### src/rtl/led_bank_pkg.sv
package led_bank_pkg;
    localparam int WORD_W   = 10;
    localparam int CHANNELS = 16;
    localparam int DC_W     = 7;
    localparam int DIV_W    = 3;

    typedef enum logic [1:0] {
        SEL_GRAY   = 2'd0,
        SEL_BRIGHT = 2'd1,
        SEL_DOT    = 2'd2,
        SEL_NONE   = 2'd3
    } chain_sel_e;

    typedef struct packed {
        logic gs_shift;
        logic gs_load;
        logic bc_shift;
        logic bc_load;
        logic dc_shift;
        logic dc_load;
    } chain_ctl_t;
endpackage

### src/rtl/led_bank_decode.sv
module led_bank_decode
    import led_bank_pkg::*;
(
    input  logic [1:0]  sel,
    input  logic        shift_en,
    input  logic        latch_stb,
    input  logic        blank,
    output chain_ctl_t  ctl
);
    chain_sel_e which;
    chain_ctl_t ctl_d;

    assign which = chain_sel_e'(sel);

    always_comb begin
        ctl_d = '0;
        unique case (which)
            SEL_GRAY: begin
                ctl_d.gs_shift = shift_en;
                ctl_d.gs_load  = latch_stb;
            end
            SEL_BRIGHT: begin
                ctl_d.bc_shift = shift_en;
                ctl_d.bc_load  = latch_stb & blank;
            end
            SEL_DOT: begin
                ctl_d.dc_shift = shift_en;
                ctl_d.dc_load  = latch_stb & blank;
            end
            default: ctl_d = '0;
        endcase
    end

    assign ctl = ctl_d;
endmodule

### src/rtl/led_word_chain.sv
module led_word_chain #(
    parameter int W     = 10,
    parameter int DEPTH = 16
) (
    input  logic                 clk,
    input  logic                 rst_n,
    input  logic                 shift,
    input  logic                 load,
    input  logic [W-1:0]         din,
    output logic [W*DEPTH-1:0]   chain_q,
    output logic [W*DEPTH-1:0]   lat_q,
    output logic [W-1:0]         tail
);
    localparam int BITS = W * DEPTH;

    typedef struct packed {
        logic [BITS-1:0] sr;
        logic [BITS-1:0] lat;
    } chain_t;

    chain_t          st_d, st_q;
    logic [BITS-1:0] shifted;

    generate
        if (DEPTH > 1) begin : g_multi
            assign shifted = {din, st_q.sr[BITS-1:W]};
        end else begin : g_single
            assign shifted = din;
        end
    endgenerate

    always_comb begin
        st_d = st_q;
        if (shift) st_d.sr  = shifted;
        if (load)  st_d.lat = st_q.sr;
    end

    always_ff @(posedge clk or negedge rst_n) begin
        if (!rst_n) st_q <= '0;
        else        st_q <= st_d;
    end

    assign chain_q = st_q.sr;
    assign lat_q   = st_q.lat;
    assign tail    = st_q.sr[W-1:0];
endmodule

### src/rtl/led_cfg_default.sv
module led_cfg_default #(
    parameter int          W   = 7,
    parameter logic [W-1:0] DEF = '1
) (
    input  logic [W-1:0] stored,
    input  logic         en,
    output logic [W-1:0] shown
);
    always_comb begin
        shown = en ? stored : DEF;
    end
endmodule

### src/rtl/led_data_bank.sv
module led_data_bank
    import led_bank_pkg::*;
#(
    parameter int WW  = WORD_W,
    parameter int CH  = CHANNELS,
    parameter int DW  = DC_W,
    parameter int DVW = DIV_W
) (
    input  logic              clk,
    input  logic              rst_n,
    input  logic [1:0]        sel,
    input  logic              shift_en,
    input  logic [WW-1:0]     din,
    input  logic              latch_stb,
    input  logic              blank,
    input  logic              bc_en,
    input  logic              dc_en,
    output logic [WW-1:0]     cascade_out,
    output logic [WW*CH-1:0]  gs_out,
    output logic [DVW-1:0]    bc_div,
    output logic [WW-DVW-1:0] bc_cur,
    output logic [DW*CH-1:0]  dc_out
);
    localparam int CUR_W = WW - DVW;
    localparam logic [WW-1:0] BC_DEF = {{DVW{1'b0}}, {CUR_W{1'b1}}};

    chain_ctl_t         ctl;
    logic [WW*CH-1:0]   gs_chain;
    logic [WW-1:0]      gs_tail;
    logic [WW-1:0]      bc_chain, bc_raw, bc_tail, bc_rot, bc_shown;
    logic [DW*CH-1:0]   dc_chain, dc_raw;
    logic [DW-1:0]      dc_tail;

    led_bank_decode u_dec (
        .sel       (sel),
        .shift_en  (shift_en),
        .latch_stb (latch_stb),
        .blank     (blank),
        .ctl       (ctl)
    );

    led_word_chain #(.W(WW), .DEPTH(CH)) u_gs (
        .clk     (clk),
        .rst_n   (rst_n),
        .shift   (ctl.gs_shift),
        .load    (ctl.gs_load),
        .din     (din),
        .chain_q (gs_chain),
        .lat_q   (gs_out),
        .tail    (gs_tail)
    );

    led_word_chain #(.W(WW), .DEPTH(1)) u_bc (
        .clk     (clk),
        .rst_n   (rst_n),
        .shift   (ctl.bc_shift),
        .load    (ctl.bc_load),
        .din     (din),
        .chain_q (bc_chain),
        .lat_q   (bc_raw),
        .tail    (bc_tail)
    );

    led_word_chain #(.W(DW), .DEPTH(CH)) u_dc (
        .clk     (clk),
        .rst_n   (rst_n),
        .shift   (ctl.dc_shift),
        .load    (ctl.dc_load),
        .din     (din[DW-1:0]),
        .chain_q (dc_chain),
        .lat_q   (dc_raw),
        .tail    (dc_tail)
    );

    // Brightness word: top input bit rotates down to the current-field LSB.
    assign bc_rot = {bc_raw[WW-2:0], bc_raw[WW-1]};

    led_cfg_default #(.W(WW), .DEF(BC_DEF)) u_bc_def (
        .stored (bc_rot),
        .en     (bc_en),
        .shown  (bc_shown)
    );

    assign bc_div = bc_shown[WW-1 -: DVW];
    assign bc_cur = bc_shown[CUR_W-1:0];

    generate
        for (genvar k = 0; k < CH; k++) begin : g_dc_def
            led_cfg_default #(.W(DW), .DEF({DW{1'b1}})) u_def (
                .stored (dc_raw[k*DW +: DW]),
                .en     (dc_en),
                .shown  (dc_out[k*DW +: DW])
            );
        end
    endgenerate

    always_comb begin
        unique case (chain_sel_e'(sel))
            SEL_GRAY:   cascade_out = gs_tail;
            SEL_BRIGHT: cascade_out = bc_tail;
            SEL_DOT:    cascade_out = {{(WW-DW){1'b0}}, dc_tail};
            default:    cascade_out = '0;
        endcase
    end

    logic unused_ok;
    assign unused_ok = ^{bc_chain, dc_chain};
endmodule

### config.mk
export PLATFORM = sky130hd
export DESIGN_NAME = led_data_bank
export DESIGN_NICKNAME = d
export VERILOG_FILES = /design/src/rtl/led_bank_pkg.sv /design/src/rtl/led_bank_decode.sv /design/src/rtl/led_word_chain.sv /design/src/rtl/led_cfg_default.sv /design/src/rtl/led_data_bank.sv
export SDC_FILE = /design/constraint.sdc
export NUM_CORES = 1
export LEC_CHECK = 0
export ABC_AREA = 1
export BUFFER_PORTS_ARGS = -buffer_cell sky130_fd_sc_hd__buf_2
export CAP_MARGIN = 20
export CORE_AREA = 10 10 227 282
export CTS_CLUSTER_DIAMETER = 30
export DETAILED_ROUTE_END_ITERATION = 8
export DIE_AREA = 0 0 237 292
export SLEW_MARGIN = 15
export SYNTH_ARGS = -nofsm -noshare
export SYNTH_HDL_FRONTEND = slang
export SYNTH_SLANG_ARGS = --single-unit
export TNS_END_PERCENT = 20
### constraint.sdc
create_clock -name clk -period 1.9 [get_ports clk]
set_input_delay 0.285 -clock clk [delete_from_list [all_inputs] [get_ports clk]]
set_output_delay 0.285 -clock clk [all_outputs]
set_load 0.02 [all_outputs]
==> run_results.csv <==
group,metric,value,unit
status,status,"finished, final reports clean",
detailed_routing,ant_nets,0,
global_route,track_usage,0.1974,
timing,timing.final.crit_share,0.9342,
clocking,path_clk_slew,0.06,ns
clocking,worstSkewPairLatency,0.64,ns
floorplanning,pin_count,311,
worst_setup_path,path_cells,"nand2_1, nand3_1, buf_2",
synthesis,synth.most_common_cell,"nand2_1",
detailed_routing,firstDrtPassIters,5,
clocking,numCtsBuffers,101,
synthesis,synth.cell_area,23150,um2
global_route,met1_usage,0.2509,
timing,hold_viol,0,
synthesis,synth_edf_count,0,
power_and_ir_drop,ir_worst_vdd,0.8479,mV
floorplanning,die_w,237,um
detailed_routing,totalWireLength,69580,um
worst_setup_path,cpLargestDelayFamily,"flip-flops",
synthesis,netlist.area_leader.share,0.6097,
synthesis,synth_async_sr_flop_share,1.000,
placed_design,place_area,25820,um2
worst_setup_path,end_kind,"primary output",
global_route,met3_usage,0.05637,
timing,worst_pin_slew,0.7458,ns
layout,stdcell_count,3887,
detailed_routing,num_vias,19361,
floorplanning,coreArea,58340,um2
synthesis,syn_inst,2748,
worst_setup_path,critical_path_buf_inv_count,1,
synthesis,synth_cell_types,10,
global_route,grt_util_met2,0.3218,
floorplanning,die_area,69200,um2
layout,drive_above_1_share,0.1837,
synthesis,synth_ff_type,"dfrtp_1",
clocking,htreeDepth,3,
global_route,grt_busiest_layer,"met2",
global_route,grt_max_degree,161,
clocking,cts_tree,"done",
layout,nNetsFinal,3061,
worst_hold_path,hp-class,"input port to flip-flop",
clocking,cts_max_path_buffers,3,
placed_design,io_buffers,310,
detailed_routing,route.detailed.wl_per_inst,17.90,um
worst_setup_path,required,1.62,ns
detailed_routing,vias_per_cell,4.981,
worst_setup_path,r2r-end,"u_gs.lat_q[5]$_DFFE_PN0P_",
global_route,first_global_vias,19804,
layout,stdcell_area,29570,um2
timing,relSlewSlack,0.5028,
clocking,cts_setup_buffers,0,
synthesis,syn_area_per_cell,8.424,um2
floorplanning,dieHeight,292,um
detailed_routing,remaining_drc_errors,0,
run,drv_cap,0,
worst_setup_path,slowest_stage,"dfrtp_1",
clocking,cts_sinks,564,
timing,rsz0062_at_grt,"false",
layout,diodes,0,
synthesis,ys_seq_area_frac,0.6097,
synthesis,synthTopCellsByCount,"1287 x nand2_1, 571 x nand3_1, 564 x dfrtp_1, 123 x inv_1, 97 x clkbuf_1",
worst_setup_path,r2r-start,"u_gs.chain_q[5]$_DFFE_PN0P_",
clocking,cts-root-buf,"clkbuf_16",
worst_hold_path,min_from,"din[1]",
worst_setup_path,r2r_setup_slack,1.10,ns
timing,slew_violations,0,
placed_design,hpwl,46710,um
layout,syn_to_final_growth,27.74,%
power_and_ir_drop,power,38.07,mW
worst_setup_path,path_max_fanout,3,
global_route,grt_pass1_wl,111200,um
floorplanning,core.rowCount,99,
placed_design,dpl.cell_count,3685,
power_and_ir_drop,p_leak,16.80,nW
synthesis,synth_warnings,0,
synthesis,ys_ff_latch,564,
power_and_ir_drop,p_per_area,1287,nW/um2
timing,period_needed,1.775,ns
worst_setup_path,r2r.worst_path.cells,2,
timing,setup_viol,0,
floorplanning,start_util,0.3968,
global_route,antenna_found_initial,1,
worst_setup_path,cp.arrival,1.49,ns
timing,fmax,563.4,MHz
worst_hold_path,holdPathEnd,"u_gs.chain_q[151]$_DFFE_PN0P_",
worst_setup_path,start_kind,"flip-flop",
worst_setup_path,critical_path_class,"flip-flop to primary output",
worst_hold_path,whs_path_depth,3,
detailed_routing,drtIter0Drc,1881,
synthesis,synth_top_area_cell,"dfrtp_1",
worst_setup_path,cpPeakStageDelay,0.49,ns
synthesis,netlist_top_cells_area,"dfrtp_1 61%, nand2_1 21%, nand3_1 12%",
global_route,grt-ovfl-total,0,
timing,setup_tns,0,ns
placed_design,gp_congestion,0.8441,
timing,skew,0.02415,ns
synthesis,syn_nets,2767,
[worst max-delay path by stage]
stage                                            from                   endpoint  slack, ns  cells after the start
after global placement                      latch_stb  u_bc.lat_q[7]$_DFFE_PN0P_       0.28                      7
after floorplan                                sel[0]             cascade_out[0]       0.57                      5
after CTS                 u_gs.chain_q[4]$_DFFE_PN0P_             cascade_out[4]        0.1                      3
after global routing      u_gs.chain_q[2]$_DFFE_PN0P_             cascade_out[2]       0.04                      3
after detailed placement                    latch_stb  u_bc.lat_q[7]$_DFFE_PN0P_       0.25                      7
final                     u_gs.chain_q[5]$_DFFE_PN0P_             cascade_out[5]       0.12                      3
[what timing repair did]
action	4_1_cts	5_1_grt
hold buffers	11	0
resized for setup	0	0
hold endpoints to repair	347	0
[worst reg2reg max path, cell delays in order (launching register included)]
cell	delay, ns
dfrtp_1	0.47
nand3_1	0.14
nand2_1	0.06
[cells in the final DEF, fill, tap and decap left out, types with 2 or more instances in the layout]
| cell type | netlist | routed |
|---|---|---|
| nand2_1 | 1287 | 1283 |
| clkbuf_16 | 0 | 103 |
| bufinv_16 | 0 | 13 |
| nand3_1 | 571 | 571 |
| buf_2 | 95 | 306 |
| clkinv_8 | 0 | 4 |
| buf_4 | 0 | 33 |
| clkbuf_1 | 97 | 3 |
| clkinv_4 | 0 | 7 |
| clkbuf_8 | 0 | 8 |
| inv_1 | 123 | 123 |
| nor2_4 | 0 | 2 |
| clkinvlp_4 | 0 | 17 |
| dfrtp_1 | 564 | 564 |
| buf_12 | 0 | 36 |
| buf_8 | 0 | 2 |
| nand2_4 | 0 | 4 |
| dlygate4sd3_1 | 0 | 11 |
| inv_8 | 0 | 4 |
| clkinv_2 | 0 | 13 |
| inv_6 | 0 | 18 |
[sequential cells by signal, summed over array words and instances, names as in the netlist]
register / flops
u_bc.chain_q: 10
u_bc.lat_q: 10
u_dc.chain_q: 112
u_dc.lat_q: 112
u_gs.chain_q: 160
u_gs.lat_q: 160
[layer usage]
| metal | part of all wire | routed length (um) |
|---|---|---|
| met5 | 0.00013 | 9 |
| met4 | 0.018 | 1236 |
| met3 | 0.078 | 5405 |
| met2 | 0.48 | 33410 |
| met1 | 0.42 | 29520 |
[through the flow]
stage	hold slack [ns]	util	worst slack [ns]
2_1_floorplan	-0.01059	-	0.5680
3_3_place_gp	0.2168	0.4426	0.2795
3_5_place_dp	0.2138	0.4426	0.2488
4_1_cts	0.0006317	0.5069	0.09874
5_1_grt	0.02097	0.5069	0.04177
6_report	0.02669	0.5069	0.1250
[final cells by class]
type                    count  area (um2)
fillers                  5436       28770
flip-flops and latches    564       14110
multi-input cells        1861        7747
clock buffers             114        2699
repair buffers            389        2651
well taps                 757       947.2
clock inverters            77       942.2
inverters                 125       471.7
[power by group]
part / total, mW / switching, mW / internal [mW]
Clock: 18.9 / 6.74 / 12.2
Sequential: 14.7 / 1.20 / 13.5
Combinational: 4.43 / 3.03 / 1.40
Total: 38.1 / 11.0 / 27.1
[cell families after synthesis]
family | synth area share
buf+inv | 0.05751
flops | 0.6097
simple gates | 0.3328
(Power assumes the default switching activity.)
